$ cat config.mk
export PLATFORM = sky130hd
export DESIGN_NAME = flagged_int_alu
export DESIGN_NICKNAME = d
export VERILOG_FILES = /design/src/rtl/alu_pkg.sv /design/src/rtl/alu_addsub.sv /design/src/rtl/alu_mul.sv /design/src/rtl/alu_divider.sv /design/src/rtl/flagged_int_alu.sv
export SDC_FILE = /design/constraint.sdc
export NUM_CORES = 2
export LEC_CHECK = 0
export ABC_CLOCK_PERIOD_IN_PS = 14900
export BUFFER_PORTS_ARGS = -buffer_cell sky130_fd_sc_hd__buf_2
export CORE_MARGIN = 5
export CORE_UTILIZATION = 35
export DETAILED_ROUTE_END_ITERATION = 8
export PLACE_DENSITY_LB_ADDON = 0.3
export SKIP_CTS_REPAIR_TIMING = 1
export SLEW_MARGIN = 20
export SYNTH_ARGS = -nofsm -noshare
export SYNTH_HDL_FRONTEND = slang
export SYNTH_SLANG_ARGS = --single-unit
$ cat constraint.sdc
create_clock -name clk -period 14.9 [get_ports clk]
set_input_delay 2.98 -clock clk [delete_from_list [all_inputs] [get_ports clk]]
set_output_delay 2.98 -clock clk [all_outputs]
set_load 0.05 [all_outputs]
$ cat src/rtl/alu_pkg.sv
package alu_pkg;
  typedef enum logic [2:0] {
    OP_ADD  = 3'd0,
    OP_ADDC = 3'd1,
    OP_SUB  = 3'd2,
    OP_MULS = 3'd3,
    OP_MULU = 3'd4,
    OP_DIVS = 3'd5,
    OP_DIVU = 3'd6,
    OP_RSVD = 3'd7
  } alu_op_e;
endpackage

$ cat src/rtl/alu_addsub.sv
module alu_addsub #(
  parameter int W = 32
) (
  input  logic [W-1:0] a,
  input  logic [W-1:0] b,
  input  logic         sub,
  input  logic         cin,
  output logic [W-1:0] sum,
  output logic         cy,
  output logic         ov
);
  logic [W-1:0] b_x;
  logic         c_x;
  logic [W:0]   ext;

  always_comb begin
    b_x = sub ? ~b : b;
    c_x = sub ? 1'b1 : cin;
    ext = {1'b0, a} + {1'b0, b_x} + {{W{1'b0}}, c_x};
    sum = ext[W-1:0];
    // carry out for add, inverted carry (borrow) for subtract
    cy  = sub ? ~ext[W] : ext[W];
    // same-sign inputs to the adder producing a flipped sign
    ov  = (a[W-1] == b_x[W-1]) && (ext[W-1] != a[W-1]);
  end
endmodule

$ cat src/rtl/alu_mul.sv
module alu_mul #(
  parameter int W = 32
) (
  input  logic [W-1:0] a,
  input  logic [W-1:0] b,
  input  logic         is_signed,
  output logic [W-1:0] prod_lo,
  output logic         cy,
  output logic         ov
);
  logic [2*W-1:0] uprod;
  logic [W-1:0]   uhi;
  logic [W-1:0]   shi;

  // one unsigned array; the signed high half is corrected from it
  always_comb begin
    uprod   = {{W{1'b0}}, a} * {{W{1'b0}}, b};
    prod_lo = uprod[W-1:0];
    uhi     = uprod[2*W-1:W];
    shi     = uhi - (a[W-1] ? b : '0) - (b[W-1] ? a : '0);
    cy      = |uhi;
    ov      = is_signed && (shi != {W{prod_lo[W-1]}});
  end
endmodule

$ cat src/rtl/alu_divider.sv
module alu_divider #(
  parameter int W = 32
) (
  input  logic         clk,
  input  logic         rst,
  input  logic         start,
  input  logic         is_signed,
  input  logic [W-1:0] dividend,
  input  logic [W-1:0] divisor,
  output logic         fin,
  output logic         div_zero,
  output logic [W-1:0] quotient
);
  localparam int CW = $clog2(W + 1);

  logic          active;
  logic [CW-1:0] cnt;
  logic [W-1:0]  rem, quo, dvs;
  logic          neg;
  logic [W:0]    shifted, diff;
  logic [W-1:0]  nrem, nquo;
  logic [W-1:0]  mag_a, mag_b;

  always_comb begin
    mag_a = (is_signed && dividend[W-1]) ? (~dividend + 1'b1) : dividend;
    mag_b = (is_signed && divisor[W-1])  ? (~divisor + 1'b1)  : divisor;
    // one restoring step: shift in next dividend bit, trial subtract
    shifted = {rem, quo[W-1]};
    diff    = shifted - {1'b0, dvs};
    if (diff[W]) begin
      nrem = shifted[W-1:0];
      nquo = {quo[W-2:0], 1'b0};
    end else begin
      nrem = diff[W-1:0];
      nquo = {quo[W-2:0], 1'b1};
    end
    quotient = neg ? (~quo + 1'b1) : quo;
  end

  always_ff @(posedge clk) begin
    if (rst) begin
      active   <= 1'b0;
      fin      <= 1'b0;
      div_zero <= 1'b0;
      cnt      <= '0;
      rem      <= '0;
      quo      <= '0;
      dvs      <= '0;
      neg      <= 1'b0;
    end else begin
      fin <= 1'b0;
      if (start && !active) begin
        if (divisor == '0) begin
          fin      <= 1'b1;
          div_zero <= 1'b1;
        end else begin
          div_zero <= 1'b0;
          active   <= 1'b1;
          cnt      <= CW'(W);
          rem      <= '0;
          quo      <= mag_a;
          dvs      <= mag_b;
          neg      <= is_signed && (dividend[W-1] ^ divisor[W-1]);
        end
      end else if (active) begin
        rem <= nrem;
        quo <= nquo;
        cnt <= cnt - 1'b1;
        if (cnt == CW'(1)) begin
          active <= 1'b0;
          fin    <= 1'b1;
        end
      end
    end
  end

  AST_FIN_PULSE: assert property (@(posedge clk) disable iff (rst)
    fin |=> !fin);
  AST_FIN_IDLE: assert property (@(posedge clk) disable iff (rst)
    fin |-> !active);
endmodule

$ cat src/rtl/flagged_int_alu.sv
module flagged_int_alu #(
  parameter int W = 32
) (
  input  logic         clk,
  input  logic         rst,
  input  logic         start,
  input  logic [2:0]   op,
  input  logic [W-1:0] opa,
  input  logic [W-1:0] opb,
  input  logic         carry_in,
  input  logic         trap_en,
  output logic         busy,
  output logic         done,
  output logic [W-1:0] result,
  output logic         result_we,
  output logic         cy_out,
  output logic         ov_out,
  output logic         range_req
);
  import alu_pkg::*;

  alu_op_e      op_e;
  logic         accept, is_div, is_fast;
  logic [W-1:0] as_sum, mul_lo, div_q;
  logic         as_cy, as_ov, mul_cy, mul_ov;
  logic         div_fin, div_zero;
  logic [W-1:0] f_res;
  logic         f_cy, f_ov, f_trap;
  logic         en_q;

  assign op_e    = alu_op_e'(op);
  assign accept  = start && !busy;
  assign is_div  = (op_e == OP_DIVS) || (op_e == OP_DIVU);
  assign is_fast = !is_div && (op_e != OP_RSVD);

  alu_addsub #(.W(W)) u_addsub (
    .a(opa), .b(opb),
    .sub(op_e == OP_SUB),
    .cin((op_e == OP_ADDC) && carry_in),
    .sum(as_sum), .cy(as_cy), .ov(as_ov)
  );

  alu_mul #(.W(W)) u_mul (
    .a(opa), .b(opb),
    .is_signed(op_e == OP_MULS),
    .prod_lo(mul_lo), .cy(mul_cy), .ov(mul_ov)
  );

  alu_divider #(.W(W)) u_div (
    .clk(clk), .rst(rst),
    .start(accept && is_div),
    .is_signed(op_e == OP_DIVS),
    .dividend(opa), .divisor(opb),
    .fin(div_fin), .div_zero(div_zero), .quotient(div_q)
  );

  always_comb begin
    if ((op_e == OP_MULS) || (op_e == OP_MULU)) begin
      f_res = mul_lo;
      f_cy  = mul_cy;
      f_ov  = mul_ov;
    end else begin
      f_res = as_sum;
      f_cy  = as_cy;
      f_ov  = as_ov;
    end
    f_trap = trap_en && f_ov;
  end

  always_ff @(posedge clk) begin
    if (rst) begin
      busy      <= 1'b0;
      done      <= 1'b0;
      result    <= '0;
      result_we <= 1'b0;
      cy_out    <= 1'b0;
      ov_out    <= 1'b0;
      range_req <= 1'b0;
      en_q      <= 1'b0;
    end else begin
      done      <= 1'b0;
      result_we <= 1'b0;
      range_req <= 1'b0;
      if (accept && is_fast) begin
        result    <= f_res;
        result_we <= 1'b1;
        cy_out    <= f_cy;
        ov_out    <= f_ov;
        range_req <= f_trap;
        done      <= 1'b1;
      end else if (accept && is_div) begin
        busy <= 1'b1;
        en_q <= trap_en;
      end
      if (div_fin) begin
        busy      <= 1'b0;
        done      <= 1'b1;
        ov_out    <= 1'b0;
        cy_out    <= div_zero;
        result_we <= !div_zero;
        range_req <= en_q && div_zero;
        if (!div_zero) result <= div_q;
      end
    end
  end

  AST_SUB_BORROW: assert property (@(posedge clk) disable iff (rst)
    (accept && op_e == OP_SUB) |=> (cy_out == ($past(opb) > $past(opa))));
  AST_MULU_NO_OV: assert property (@(posedge clk) disable iff (rst)
    (accept && op_e == OP_MULU) |=> (done && !ov_out));
  AST_DIV_OV_CLEAR: assert property (@(posedge clk) disable iff (rst)
    div_fin |=> (done && !ov_out));
  AST_DZ_HOLD: assert property (@(posedge clk) disable iff (rst)
    (done && !result_we) |-> (cy_out && $stable(result)));
  AST_RANGE_FLAG: assert property (@(posedge clk) disable iff (rst)
    range_req |-> (done && (ov_out || cy_out)));
  AST_BUSY_HOLD: assert property (@(posedge clk) disable iff (rst)
    (busy && !div_fin) |=> busy);
endmodule

==> reports/results.ini <==
[critical_path]
cp_common_cell=fa_1
crit_path_start_kind=input port
r2r_cells=15
cp-end-kind=flip-flop
cp_max_fo=26
worst_r2r_endpoint=u_div.rem[4]
crit_type=in -> reg
critPathSlowestCell=fa_1
max_stage_delay_ns=0.59
cp.arrival_ns=14.64
worstPathRequired_ns=15.20
worstReg2RegStart=u_div.quo[31]
rrSetupSlack_ns=9.80

[global_routing]
grt_max_degree=86
gr-usage-all-layers=0.212
grt_pass1_vias=40700
overflow=0
grt_antenna_before_repair=10
grt_pass1_wl_microns=245000

[yosys]
syn_inst=5674
synth.area.top_cells=fa_1 38%, ha_1 9.4%, and2_1 8.8%
synth_commonest_cells=957 x inv_1, 929 x fa_1, 684 x and2_1
synth_compound_area_frac=0.119
yosys.area_share.simple=0.189
synth-edff-count=0
synth_area_sq_mm=0.0486
syn_area_per_cell_sq_um=8.57
syn_nets=7039
synth_top_family_by_area=adder cells
synthAdderAreaFrac=0.476
synth_top_area_frac=0.382
ys_seq_area_frac=0.0597
ys.flop_type=dfxtp_1
synthArstFlopShare=0
synth_cell_types=108
synth_xor_area_frac=0.0473
yosys_warnings=0
yosys-mux-area-fraction=0.00463
synth_seq_cells=145
synth_most_common_cell=inv_1
yosysTopAreaCell=fa_1

[cts]
path_clk_slew_ns=0.07
cts-root-buf=clkbuf_16
clkLatencyLatePin_ns=0.46
htree_levels=4
numClockSinks=145
clk_path_buf_depth=2
cts_buffers=17
cts_tree=built

[layout]
nets=6934
drive_gt1_frac=0.0636
area_delta_synth_final_pct=6.23
utilization=0.375

[run]
cap_violations=0

[hold_path]
hold_path_depth=2
holdCritPathClass=reg -> reg
min_to=u_div.dvs[31]
hp-start=u_div.dvs[31]

[routing]
post_drt_wl_per_cell_microns=20.9
drtIter0Drc=2620
viasPerCell=5.25
drc_errors=0
wl_microns=155000
antenna_left=0
dr_total_vias=38800
first_pass_iters=5

[die]
io_pins=110
std_cell_rows=136
start_util=0.353
die_w_microns=383
die_h_microns=383
core_region_area_sq_mm=0.138
dieArea_sq_mm=0.146

[timing]
worst_hold_slack_ns=0.457
period_share=0.962
fin_crit_ns=14.34
skew_ns=0.0155
worst_pin_slew_ns=1.04
report.final.hold_viol_count=0
max_freq_ghz=0.0697
setup_viol_count_final=0
relSlewSlack=0.303
slew_violations=0
rsz0062_at_grt=no

[placed_design]
gp_congestion=0.942
io_buffer_count=109
dp_hpwl_microns=129000

[run_status]
outcome=completed

cell usage in the layout (no fill, tap or decap), types with 108 or more instances in the layout:
cell	synthesis	final
a21oi_1	216	216
and2_1	684	684
buf_2	34	108
buf_4	1	136
dfxtp_1	145	144
fa_1	929	929
ha_1	364	364
inv_1	957	957
nand2_1	540	539
nor2_1	247	246
o21ai_0	146	146
xnor2_1	123	122
xor2_1	137	137
flip-flops by register name (all words and copies together) (netlist names):
register        flops
range_req           1
u_div.rem          32
ov_out              1
u_div.active        1
u_div.cnt           6
u_div.dvs          32
u_div.neg           1
u_div.fin           1
u_div.div_zero      1
result_we           1
done                1
busy                1
cy_out              1
en_q                1
u_div.quo          32
result             32
routing by layer:
layer,routed length (microns),up-vias,global-route usage
li1,-,17600,-
met1,68900,19900,0.292
met2,73400,1110,0.356
met3,7530,186,0.0247
met4,4700,0,0.0579
met5,0,-,0
worst max path at each step:
stage             from   endpoint  slack (ns)  depth (start not counted)
3_3_place_gp   opa[13]  range_req       -0.06                         39
3_5_place_dp   opa[13]  range_req       0.008                         39
6_report       opb[12]  range_req        0.56                         38
2_1_floorplan   opb[8]  range_req        1.66                         43
4_1_cts        opa[13]  range_req        0.47                         39
5_1_grt        opa[17]  range_req       0.004                         41
cell families (layout without fill, tap and decap cells):
logic type / count (synthesis) / in the layout
AOI/OAI and AO/OA: 852 / 852
muxes: 22 / 22
DFF: 145 / 145
adders and majority gates: 1293 / 1293
other: 0 / 10
buffers and inverters: 1328 / 1236
xor gates and xnor gates: 261 / 261
and+or+nand+nor: 1773 / 1773
critical path: cells and delay by family:
kind / cells / cell delay [ns]
and+or+nand+nor: 4 / 0.87
xor gates and xnor gates: 1 / 0.32
AOI/OAI and AO/OA: 18 / 4.63
adders and majority gates: 11 / 5.09
buffers and inverters: 4 / 0.73
final cells by class:
cell class	instances	area (sq um)
clock inverter	13	171
fill	14200	86200
antenna	10	25.0
inverter	958	3600
sequential	145	2900
clock buffer	19	453
timing repair buffer	246	1600
multi-input combinational	4201	40700
tap	1794	2240
metrics by stage:
| step | TNS [ns] | area (sq um) | std cells | setup slack (ns) |
|---|---|---|---|---|
| after floorplan | 0 | 48600 | 5674 | 1.66 |
| after global placement | -0.0890 | 51000 | 7344 | -0.0592 |
| after detailed placement | 0 | 51000 | 7344 | 0.00763 |
| after CTS | 0 | 51600 | 7376 | 0.474 |
| after global routing | 0 | 51600 | 7382 | 0.00392 |
| final | 0 | 51700 | 7386 | 0.561 |
Power is not shown: default switching activity piles up to over one toggle a cycle in this logic, so the estimate is an artifact.
